==> config.mk <==
export PLATFORM = sky130hd
export DESIGN_NAME = flash_cmd_top
export DESIGN_NICKNAME = d
export VERILOG_FILES = /design/src/rtl/flash_cmd_pkg.sv /design/src/rtl/flash_cmd_fsm.sv /design/src/rtl/flash_store.sv /design/src/rtl/flash_cmd_top.sv
export SDC_FILE = /design/constraint.sdc
export NUM_CORES = 2
export LEC_CHECK = 0
export ABC_AREA = 1
export BUFFER_PORTS_ARGS = -buffer_cell sky130_fd_sc_hd__clkbuf_2
export CORE_UTILIZATION = 40
export CTS_BUF_LIST = sky130_fd_sc_hd__clkbuf_4
export DETAILED_ROUTE_END_ITERATION = 12
export SYNTH_ARGS = -nofsm -noshare
export SYNTH_HDL_FRONTEND = slang
export SYNTH_SLANG_ARGS = --single-unit
==> constraint.sdc <==
create_clock -name clk -period 2.8 [get_ports clk]
set_input_delay 0.14 -clock clk [delete_from_list [all_inputs] [get_ports clk]]
set_output_delay 0.14 -clock clk [all_outputs]
set_load 0.02 [all_outputs]
==> src/rtl/flash_cmd_pkg.sv <==
package flash_cmd_pkg;

    localparam logic [7:0] CMD_PROG       = 8'h40;
    localparam logic [7:0] CMD_PROG_ALT   = 8'h10;
    localparam logic [7:0] CMD_ERASE_SET  = 8'h20;
    localparam logic [7:0] CMD_ERASE_GO   = 8'hD0;
    localparam logic [7:0] CMD_STAT_CLR   = 8'h50;
    localparam logic [7:0] CMD_STAT_RD    = 8'h70;
    localparam logic [7:0] CMD_ID_RD      = 8'h90;
    localparam logic [7:0] CMD_SUSPEND    = 8'hB0;
    localparam logic [7:0] CMD_ARRAY_RD   = 8'hFF;

    typedef enum logic [1:0] {
        VIEW_ARRAY,
        VIEW_STATUS,
        VIEW_ID,
        VIEW_NONE
    } view_e;

    typedef enum logic [1:0] {
        STEP_FIRST,
        STEP_PROG,
        STEP_ERASE
    } step_e;

    typedef struct packed {
        logic erase_err;
        logic prog_err;
    } err_t;

    function automatic logic is_known_cmd(logic [7:0] b);
        return (b == CMD_PROG) || (b == CMD_PROG_ALT) || (b == CMD_ERASE_SET) ||
               (b == CMD_STAT_CLR) || (b == CMD_STAT_RD) || (b == CMD_ID_RD) ||
               (b == CMD_SUSPEND) || (b == CMD_ARRAY_RD);
    endfunction

    // ready, suspend(0), erase error, program error, low voltage(0), reserved(000)
    function automatic logic [7:0] status_byte(logic busy, err_t e);
        return {~busy, 1'b0, e.erase_err, e.prog_err, 4'b0000};
    endfunction

endpackage

==> src/rtl/flash_cmd_fsm.sv <==
module flash_cmd_fsm
    import flash_cmd_pkg::*;
#(
    parameter int ADDR_W    = 16,
    parameter int MEM_BYTES = 256,
    parameter int BLK_BYTES = 32,
    localparam int MEM_AW   = $clog2(MEM_BYTES),
    localparam int IDX_W    = $clog2(BLK_BYTES),
    localparam int BLK_NW   = MEM_AW - IDX_W
) (
    input  logic              clk,
    input  logic              rst,
    input  logic              we,
    input  logic [ADDR_W-1:0] addr,
    input  logic [7:0]        wdata,
    input  logic              busy,
    output view_e             view,
    output err_t              err,
    output logic              pg_en,
    output logic [MEM_AW-1:0] pg_addr,
    output logic [7:0]        pg_data,
    output logic              er_start,
    output logic [BLK_NW-1:0] er_blk
);

    localparam logic [ADDR_W-1:0] MEM_LIMIT = ADDR_W'(MEM_BYTES);

    step_e step;
    logic  accept;
    logic  in_range;

    always_comb begin
        accept   = we && !busy;
        in_range = addr < MEM_LIMIT;
        pg_en    = accept && (step == STEP_PROG) && in_range;
        pg_addr  = addr[MEM_AW-1:0];
        pg_data  = wdata;
        er_start = accept && (step == STEP_ERASE) && (wdata == CMD_ERASE_GO) && in_range;
        er_blk   = addr[MEM_AW-1:IDX_W];
    end

    always_ff @(posedge clk) begin
        if (rst) begin
            view <= VIEW_ARRAY;
            step <= STEP_FIRST;
            err  <= '0;
        end else if (we && busy) begin
            if (wdata == CMD_STAT_RD) view <= VIEW_STATUS;
        end else if (we) begin
            case (step)
                STEP_FIRST: begin
                    case (wdata)
                        CMD_ARRAY_RD: view <= VIEW_ARRAY;
                        CMD_STAT_RD:  view <= VIEW_STATUS;
                        CMD_ID_RD:    view <= VIEW_ID;
                        CMD_SUSPEND:  view <= VIEW_NONE;
                        CMD_STAT_CLR: begin
                            err  <= '0;
                            view <= VIEW_ARRAY;
                        end
                        CMD_PROG, CMD_PROG_ALT: begin
                            view <= VIEW_NONE;
                            step <= STEP_PROG;
                        end
                        CMD_ERASE_SET: begin
                            view <= VIEW_NONE;
                            step <= STEP_ERASE;
                        end
                        default: ;
                    endcase
                end
                STEP_PROG: step <= STEP_FIRST;
                default: begin
                    step <= STEP_FIRST;
                    if (wdata != CMD_ERASE_GO) begin
                        view <= VIEW_STATUS;
                        err  <= '{erase_err: 1'b1, prog_err: 1'b1};
                    end
                end
            endcase
        end
    end

    AST_BAD_CONFIRM: assert property (@(posedge clk) disable iff (rst)
        (we && !busy && step == STEP_ERASE && wdata != CMD_ERASE_GO) |=> (view == VIEW_STATUS && err.erase_err && err.prog_err));
    AST_STATUS_CLEAR: assert property (@(posedge clk) disable iff (rst)
        (we && !busy && step == STEP_FIRST && wdata == CMD_STAT_CLR) |=> (view == VIEW_ARRAY && err == '0));
    AST_SECOND_CYCLE_ENDS: assert property (@(posedge clk) disable iff (rst)
        (we && !busy && step != STEP_FIRST) |=> (step == STEP_FIRST));
    AST_BUSY_FREEZES: assert property (@(posedge clk) disable iff (rst)
        (we && busy) |=> ($stable(step) && $stable(err)));
    AST_UNKNOWN_IGNORED: assert property (@(posedge clk) disable iff (rst)
        (we && !busy && step == STEP_FIRST && !is_known_cmd(wdata)) |=> ($stable(view) && $stable(err) && step == STEP_FIRST));

endmodule

==> src/rtl/flash_store.sv <==
module flash_store #(
    parameter int ADDR_W    = 16,
    parameter int MEM_BYTES = 256,
    parameter int BLK_BYTES = 32,
    localparam int MEM_AW   = $clog2(MEM_BYTES),
    localparam int IDX_W    = $clog2(BLK_BYTES),
    localparam int BLK_NW   = MEM_AW - IDX_W
) (
    input  logic              clk,
    input  logic              rst,
    input  logic              pg_en,
    input  logic [MEM_AW-1:0] pg_addr,
    input  logic [7:0]        pg_data,
    input  logic              er_start,
    input  logic [BLK_NW-1:0] er_blk,
    input  logic [ADDR_W-1:0] rd_addr,
    output logic [7:0]        rd_byte,
    output logic              busy
);

    localparam logic [ADDR_W-1:0] MEM_LIMIT = ADDR_W'(MEM_BYTES);
    localparam logic [IDX_W-1:0]  IDX_LAST  = IDX_W'(BLK_BYTES - 1);

    logic [7:0]        mem [MEM_BYTES];
    logic [BLK_NW-1:0] blk_r;
    logic [IDX_W-1:0]  idx;

    always_ff @(posedge clk) begin
        if (rst) begin
            for (int i = 0; i < MEM_BYTES; i++) mem[i] <= 8'hFF;
            busy  <= 1'b0;
            idx   <= '0;
            blk_r <= '0;
        end else begin
            if (busy) begin
                mem[{blk_r, idx}] <= 8'hFF;
                idx <= idx + 1'b1;
                if (idx == IDX_LAST) busy <= 1'b0;
            end else if (er_start) begin
                busy  <= 1'b1;
                idx   <= '0;
                blk_r <= er_blk;
            end
            if (pg_en) mem[pg_addr] <= pg_data;
        end
    end

    always_comb begin
        rd_byte = (rd_addr < MEM_LIMIT) ? mem[rd_addr[MEM_AW-1:0]] : 8'hFF;
    end

    AST_ERASE_STARTS: assert property (@(posedge clk) disable iff (rst)
        er_start |=> busy);
    AST_ERASE_ENDS: assert property (@(posedge clk) disable iff (rst)
        (busy && idx == IDX_LAST) |=> !busy);
    AST_NO_PROG_IN_ERASE: assert property (@(posedge clk) disable iff (rst)
        busy |-> !pg_en);
    AST_ERASE_FILLS: assert property (@(posedge clk) disable iff (rst)
        busy |=> (mem[$past({blk_r, idx})] == 8'hFF));

endmodule

==> src/rtl/flash_cmd_top.sv <==
module flash_cmd_top
    import flash_cmd_pkg::*;
#(
    parameter int          ADDR_W    = 16,
    parameter int          MEM_BYTES = 256,
    parameter int          BLK_BYTES = 32,
    parameter logic [15:0] DEV_ID    = 16'hA7C3,
    localparam int         MEM_AW    = $clog2(MEM_BYTES),
    localparam int         IDX_W     = $clog2(BLK_BYTES),
    localparam int         BLK_NW    = MEM_AW - IDX_W
) (
    input  logic              clk,
    input  logic              rst,
    input  logic              bus_we,
    input  logic [ADDR_W-1:0] bus_addr,
    input  logic [7:0]        bus_wdata,
    output logic [7:0]        bus_rdata
);

    localparam logic [ADDR_W-1:0] MEM_LIMIT = ADDR_W'(MEM_BYTES);

    view_e             view;
    err_t              err;
    logic              pg_en;
    logic [MEM_AW-1:0] pg_addr;
    logic [7:0]        pg_data;
    logic              er_start;
    logic [BLK_NW-1:0] er_blk;
    logic [7:0]        rd_byte;
    logic              busy;

    flash_cmd_fsm #(
        .ADDR_W(ADDR_W), .MEM_BYTES(MEM_BYTES), .BLK_BYTES(BLK_BYTES)
    ) u_fsm (
        .clk(clk), .rst(rst), .we(bus_we), .addr(bus_addr), .wdata(bus_wdata),
        .busy(busy), .view(view), .err(err), .pg_en(pg_en), .pg_addr(pg_addr),
        .pg_data(pg_data), .er_start(er_start), .er_blk(er_blk)
    );

    flash_store #(
        .ADDR_W(ADDR_W), .MEM_BYTES(MEM_BYTES), .BLK_BYTES(BLK_BYTES)
    ) u_store (
        .clk(clk), .rst(rst), .pg_en(pg_en), .pg_addr(pg_addr), .pg_data(pg_data),
        .er_start(er_start), .er_blk(er_blk), .rd_addr(bus_addr),
        .rd_byte(rd_byte), .busy(busy)
    );

    always_comb begin
        case (view)
            VIEW_ARRAY:  bus_rdata = rd_byte;
            VIEW_STATUS: bus_rdata = status_byte(busy, err);
            VIEW_ID:     bus_rdata = bus_addr[0] ? DEV_ID[15:8] : DEV_ID[7:0];
            default:     bus_rdata = 8'hFF;
        endcase
    end

    AST_STATUS_FIXED_BITS: assert property (@(posedge clk) disable iff (rst)
        (view == VIEW_STATUS) |-> (bus_rdata[6] == 1'b0 && bus_rdata[3:0] == 4'h0));
    AST_READY_FLAG: assert property (@(posedge clk) disable iff (rst)
        (view == VIEW_STATUS) |-> (bus_rdata[7] == !busy));
    AST_OOR_READ: assert property (@(posedge clk) disable iff (rst)
        (view == VIEW_ARRAY && bus_addr >= MEM_LIMIT) |-> (bus_rdata == 8'hFF));

endmodule

=== Word-level counts from Yosys, hierarchy flattened ===
Memory sizes are Yosys's and may differ from the RTL's.
Index checks and enable logic that the tools add are counted.

* Bits in registers: 15
* Memory bits (writable): 2048
* Logic and storage cells: 89
* Memories kept: 1

{| class="wikitable"
|+ Memories
! name !! depth !! width !! read ports !! clocked after memory_dff !! write ports !! RTL line !! source
|-
| u_store.mem || 256 || 8 || 1 || 0 || 256 || flash_store.sv:24 || <nowiki>logic [7:0] mem [MEM_BYTES];</nowiki>
|}

* Add/sub/neg operators: 1
* $lt $le $gt $ge: 1
* Eq/ne operators: 20
* Mux-type cells: 33
* Bitwise logic cells: 3
* Reduce and logical (&&, ||, !) cells: 23

{| class="wikitable"
|+ Operator list
! kind !! count
|-
| $mux W8 || 5
|-
| $eq A8 B8 Y1 const B || 4
|-
| $eq A8 B7 Y1 const B || 3
|-
| $pmux W8 S3 || 1
|-
| $lt A16 B9 Y1 const B || 1
|-
| $reduce_or A8 Y1 || 2
|-
| $mux W2 || 7
|-
| $mux W1 || 13
|-
| $pmux W2 S2 || 3
|-
| $mux W5 || 2
|-
| $reduce_and A5 Y1 || 2
|-
| $eq A8 B5 Y1 const B || 1
|-
| $eq A8 B6 Y1 const B || 1
|-
| $ne A8 B8 Y1 const B || 1
|-
| $pmux W2 S4 || 1
|-
| $logic_and A1 B1 Y1 || 7
|-
| $mux W7 || 1
|-
| $ne A2 B2 Y1 const B || 3
|-
| $reduce_bool A2 Y1 || 3
|-
| $add A5 B1 Y5 const B || 1
|-
| $eq A5 B5 Y1 const B || 1
|-
| $ne A5 B4 Y1 const B || 1
|-
| $eq A2 B1 Y1 const B || 2
|-
| $eq A2 B2 Y1 const B || 2
|-
| other kinds (9) || 13
|}

=== Logic depth before layout (Yosys ltp) ===
* Depth after elaboration: 9
* Gate-level depth with buffers: 17

=== Modules after synthesis ===
Synthesis repeated with hierarchy kept, for this count alone.

* Cell total of the unflattened synthesis: 10174
* Area, all modules: 96722.8 um2

{| class="wikitable"
|+ By module, submodules not included
! module !! times used !! cells each !! area an instance (um2)
|-
| flash_store || 1 || 10033 || 95929.5
|-
| flash_cmd_fsm || 1 || 114 || 680.7
|-
| flash_cmd_top || 1 || 27 || 112.6
|}

=== Least setup slack after synthesis ===
OpenSTA, ideal clock, no wires.

* Kind: register to register
* Start: register u_store.busy
* End: memory u_store.mem[144][0], enable pin
* Setup time: 384 ps
* Arrival time: 2592 ps
* Slack: -176 ps
* Cell stages (with the launch flop): 16
* Buffers on the path: 4
* Period minus slack after synthesis: 2976 ps
* Path through: dfxtp_1 -> buf_2 -> nor2_1 -> clkinv_1 -> nor3_2 -> nand2_2 -> buf_6 -> buf_6 -> nand2_1 -> o21ai_2 -> nor2_1 -> inv_2 -> nor2_1 -> nand2_1 -> buf_4 -> o21ai_0

{| class="wikitable"
|+ RTL lines
! what !! RTL line !! source
|-
| start: declaration || flash_store.sv:18 || <nowiki>output logic busy</nowiki>
|-
| start signal: assignment || flash_store.sv:31 || <nowiki>busy <= 1'b0;</nowiki>
|-
| start signal: assignment || flash_store.sv:38 || <nowiki>if (idx == IDX_LAST) busy <= 1'b0;</nowiki>
|-
| start signal: assignment || flash_store.sv:40 || <nowiki>busy <= 1'b1;</nowiki>
|-
| end: declaration || flash_store.sv:24 ||
|}

=== Final worst setup path ===
* Start: memory u_store.mem[149][5]
* End: output bus_rdata[5]

* Cells in the longest elaborated chain, start to end: 3

{| class="wikitable"
|+ RTL lines
! what !! RTL line !! source
|-
| $mem_v2 Z256 W8 || -- ||
|-
| $mux W8 || flash_store.sv:49 || <nowiki>rd_byte = (rd_addr < MEM_LIMIT) ? mem[rd_addr[MEM_AW-1:0]] : 8'hFF;</nowiki>
|-
| $pmux W8 S3 || flash_cmd_top.sv:49 || <nowiki>case (view)</nowiki>
|-
| end: declaration || flash_cmd_top.sv:17 || <nowiki>output logic [7:0] bus_rdata</nowiki>
|}

Every way passes these cells.

==> metrics <==
total track usage 26.30%; antenna-violating nets left 0; Comb pwr share 8.2%; die area 238600 um2; I/O Buffers 34; critical path arrival 3290 ps; Post-layout nets 10.67k; startpoint of the lowest-slack hold path bus_addr[10]; post-route clock skew 91.53 ps; # rows 178; RSZ-0062 raised after global routing yes; WL/cell 22.22 um; total congestion overflow 0; Mapped Nets 9870; worst skew pair latency 1440 ps; TritonCTS clock tree built; final hold violation count 10; syn avg cell area 9.623 um2; FFs w/ async S/R, synth 0%; DRC violations left 0; final worst slack -628.7 ps; flops & latches, synth 2062; net switching power of the design 16.79 mW; Initial Util 40.25%; max-cap violations 0; drt pass-1 iters 7; setup slack, reg-to-reg -140 ps; # IOs 35; hold endpoint u_store.mem[16][6]$_SDFFCE_PN1P_; Fmax achieved 0.2917 GHz; Hold/Removal Path Class input port to register; synthesized cell area 94660 um2; top post-synthesis cells by area edfxtp_1 (65%), nand2_1 (17%), nand3_1 (11%); CP endpoint kind primary output; CP Data Required Time 2660 ps; initial DRC count 9405; leakage 39.24 nW; Die X 488.5 um; via count 77.76k; status finished, violations left; Unique masters post-synth 30; largest area contributor in the netlist edfxtp_1; R2R cell count 14; CTS Root Cell clkbuf_4; Synth Flop Type edfxtp_1; slew margin rel. 50.14%; area added between synthesis and finish 22.84%; Seq pwr share 50.8%; Design Power 67.58 mW; Syn. warnings 0; Max Fanout on Critical Path 1; VDD IR-drop max 426.3 uV; Post-synth EDFFs 2048; DP HPWL 206.3 mm; area share of the largest cell type after synthesis 64.97%; Final Wtd Congestion 0.9479; setup TNS -10660 ps; Startpoint Class register; switching share of power 24.85%; Final Cycle Share 122.5%; worst flop-to-flop path startpoint u_store.busy$_SDFF_PP0_; hold slack -38.23 ps; post-synthesis sequential area ratio 65.26%; crit path kind register to primary output; Hold Path Stages 10; Tightest Pin Transition 747.9 ps; clock network fraction of total power 41.0%; synth cell count leaders nand2_1 (4294), edfxtp_1 (2048), nand3_1 (1993), clkbuf_1 (678), o21ai_0 (216); Synth Instances 9837; Final Max Slew Viols 0; Tmin final 3429 ps; core box area 235200 um2; Int Pwr 50.78 mW; H-Tree Depth 6; DIE HEIGHT 488.5 um; vias in the first global route 75.80k; CTS Sinks 2062; PwrDens 581.1 nW/um2; largest net degree at the start of global routing 94; initial antenna violation count 4; Via density 5.479; Clk pin slew, worst setup/hold paths 60 ps; failing checks negative hold slack, negative setup slack; clk buf depth 4; share of layout cells above drive strength 1 23.06%; first-pass GRT wire length 470.7 mm; worst reg2reg path endpoint u_store.mem[111][0]$_SDFFCE_PN1P_; most common cell in the netlist nand2_1; final wirelength 315.3 mm; setup violators final 185; Num CTS Buffers 571
power groups by stage:
| stage | sequential (mW) | clock [mW] | combinational [mW] |
|---|---|---|---|
| 6_report | 34.3 | 27.7 | 5.55 |
| 5_1_grt | 34.3 | 29.7 | 5.95 |
| 4_1_cts | 34.3 | 28.2 | 5.39 |
| 3_5_place_dp | 35.0 | 0 | 4.94 |
| 3_3_place_gp | 35.0 | 0 | 4.89 |
| 2_1_floorplan | 34.9 | 0 | 2.72 |
per-layer routing:
layer	GRT usage [%]	part of all wire [%]	vias up
met5	0	0.0029	-
met4	11.16	3.9	2
met3	4.887	9.2	660
met2	41.97	47	3941
met1	35.07	40	37760
li1	-	-	35390
what timing repair did:
item,CTS,global route
endpoints found under the hold margin,3751,128
endpoints found under the setup margin,421,3495
hold buffers,55,4
gates resized for setup,492,125
pin swaps,163,65
buffers inserted,0,1
layout make-up:
| type | count | area [um2] |
|---|---|---|
| clock inverter | 119 | 777.0 |
| fill | 21590 | 118900 |
| timing repair buffer | 1012 | 10470 |
| clock buffer | 848 | 6366 |
| tap | 3150 | 3941 |
| inverter | 71 | 300.3 |
| multi-input combinational | 6919 | 32630 |
| antenna | 10 | 25.02 |
| sequential | 2062 | 61780 |
metrics by stage:
| step | area, um2 | util (%) | instances | setup slack (ps) | hold slack (ps) |
|---|---|---|---|---|---|
| 2_1_floorplan | 94660 | - | 9837 | -134.4 | 348.2 |
| 3_3_place_gp | 105700 | 44.94 | 13170 | -438.4 | 451.9 |
| 3_5_place_dp | 105700 | 44.94 | 13170 | -332.6 | 476.8 |
| 4_1_cts | 115800 | 49.22 | 14190 | -695.2 | -154.9 |
| 5_1_grt | 116300 | 49.44 | 14190 | -757.0 | -8.430 |
| 6_report | 116300 | 49.44 | 14190 | -628.7 | -38.23 |
worst max-delay path by stage:
stage,startpoint,to,slack [ps],cells past startpoint
floorplan,u_store.busy$_SDFF_PP0_,u_store.mem[100][0]$_SDFFCE_PN1P_,-130,15
global placement,bus_addr[0],bus_rdata[2],-440,18
detailed placement,bus_addr[0],bus_rdata[4],-330,18
CTS,u_store.mem[112][6]$_SDFFCE_PN1P_,bus_rdata[6],-700,13
global route,u_store.mem[165][2]$_SDFFCE_PN1P_,bus_rdata[2],-760,13
finish,u_store.mem[149][5]$_SDFFCE_PN1P_,bus_rdata[5],-630,13
flip-flops by register name (all words and copies together) (netlist names):
| name | cells |
|---|---|
| u_store.mem | 2048 |
| u_store.idx | 5 |
| u_store.blk_r | 3 |
| u_fsm.step | 2 |
| u_fsm.view | 2 |
| u_fsm.err | 1 |
| u_store.busy | 1 |
worst max-delay path, cell delays in order (launching register included):
cell and delay, ps:
edfxtp_1 380, nand2_1 90, nand3_1 100, nand3_1 110
nand3_2 140, nand3_4 150, nand2_2 80, nand2_4 120
nand3_2 130, nand3_4 130, nand3_4 120, nand2_2 100
nand2_2 80, clkbuf_8 160
cell families after synthesis:
| group | count (synthesis) | share of synthesized area, % |
|---|---|---|
| AND/OR/NAND/NOR | 6620 | 29.60 |
| flip-flops | 2062 | 65.26 |
| adder cells (fa/ha/maj) | 6 | 0.07930 |
| AO/OA/AOI/OAI | 293 | 1.578 |
| buffers and inverters | 856 | 3.478 |
cells in the final DEF, fill, tap and decap left out, types with 7 or more instances in the layout:
cell,netlist,final
o21ai_1,53,166
clkinv_2,1,17
inv_2,23,37
nand3_1,1993,1630
nand3_4,0,84
buf_4,7,713
nand2_1,4294,4195
diode_2,0,10
a21oi_1,16,16
dfxtp_1,14,14
clkbuf_4,0,848
edfxtp_1,2048,2048
dlygate4sd3_1,0,44
clkbuf_2,0,22
nand2_4,0,23
bufinv_16,0,11
nor2_4,49,69
nor2_1,159,138
buf_12,0,218
nand2_2,8,84
buf_8,0,7
nand3_2,0,279
inv_1,44,41
clkinv_1,3,74
nor2_2,101,102
o21ai_0,216,97
(Power assumes the default switching activity.)
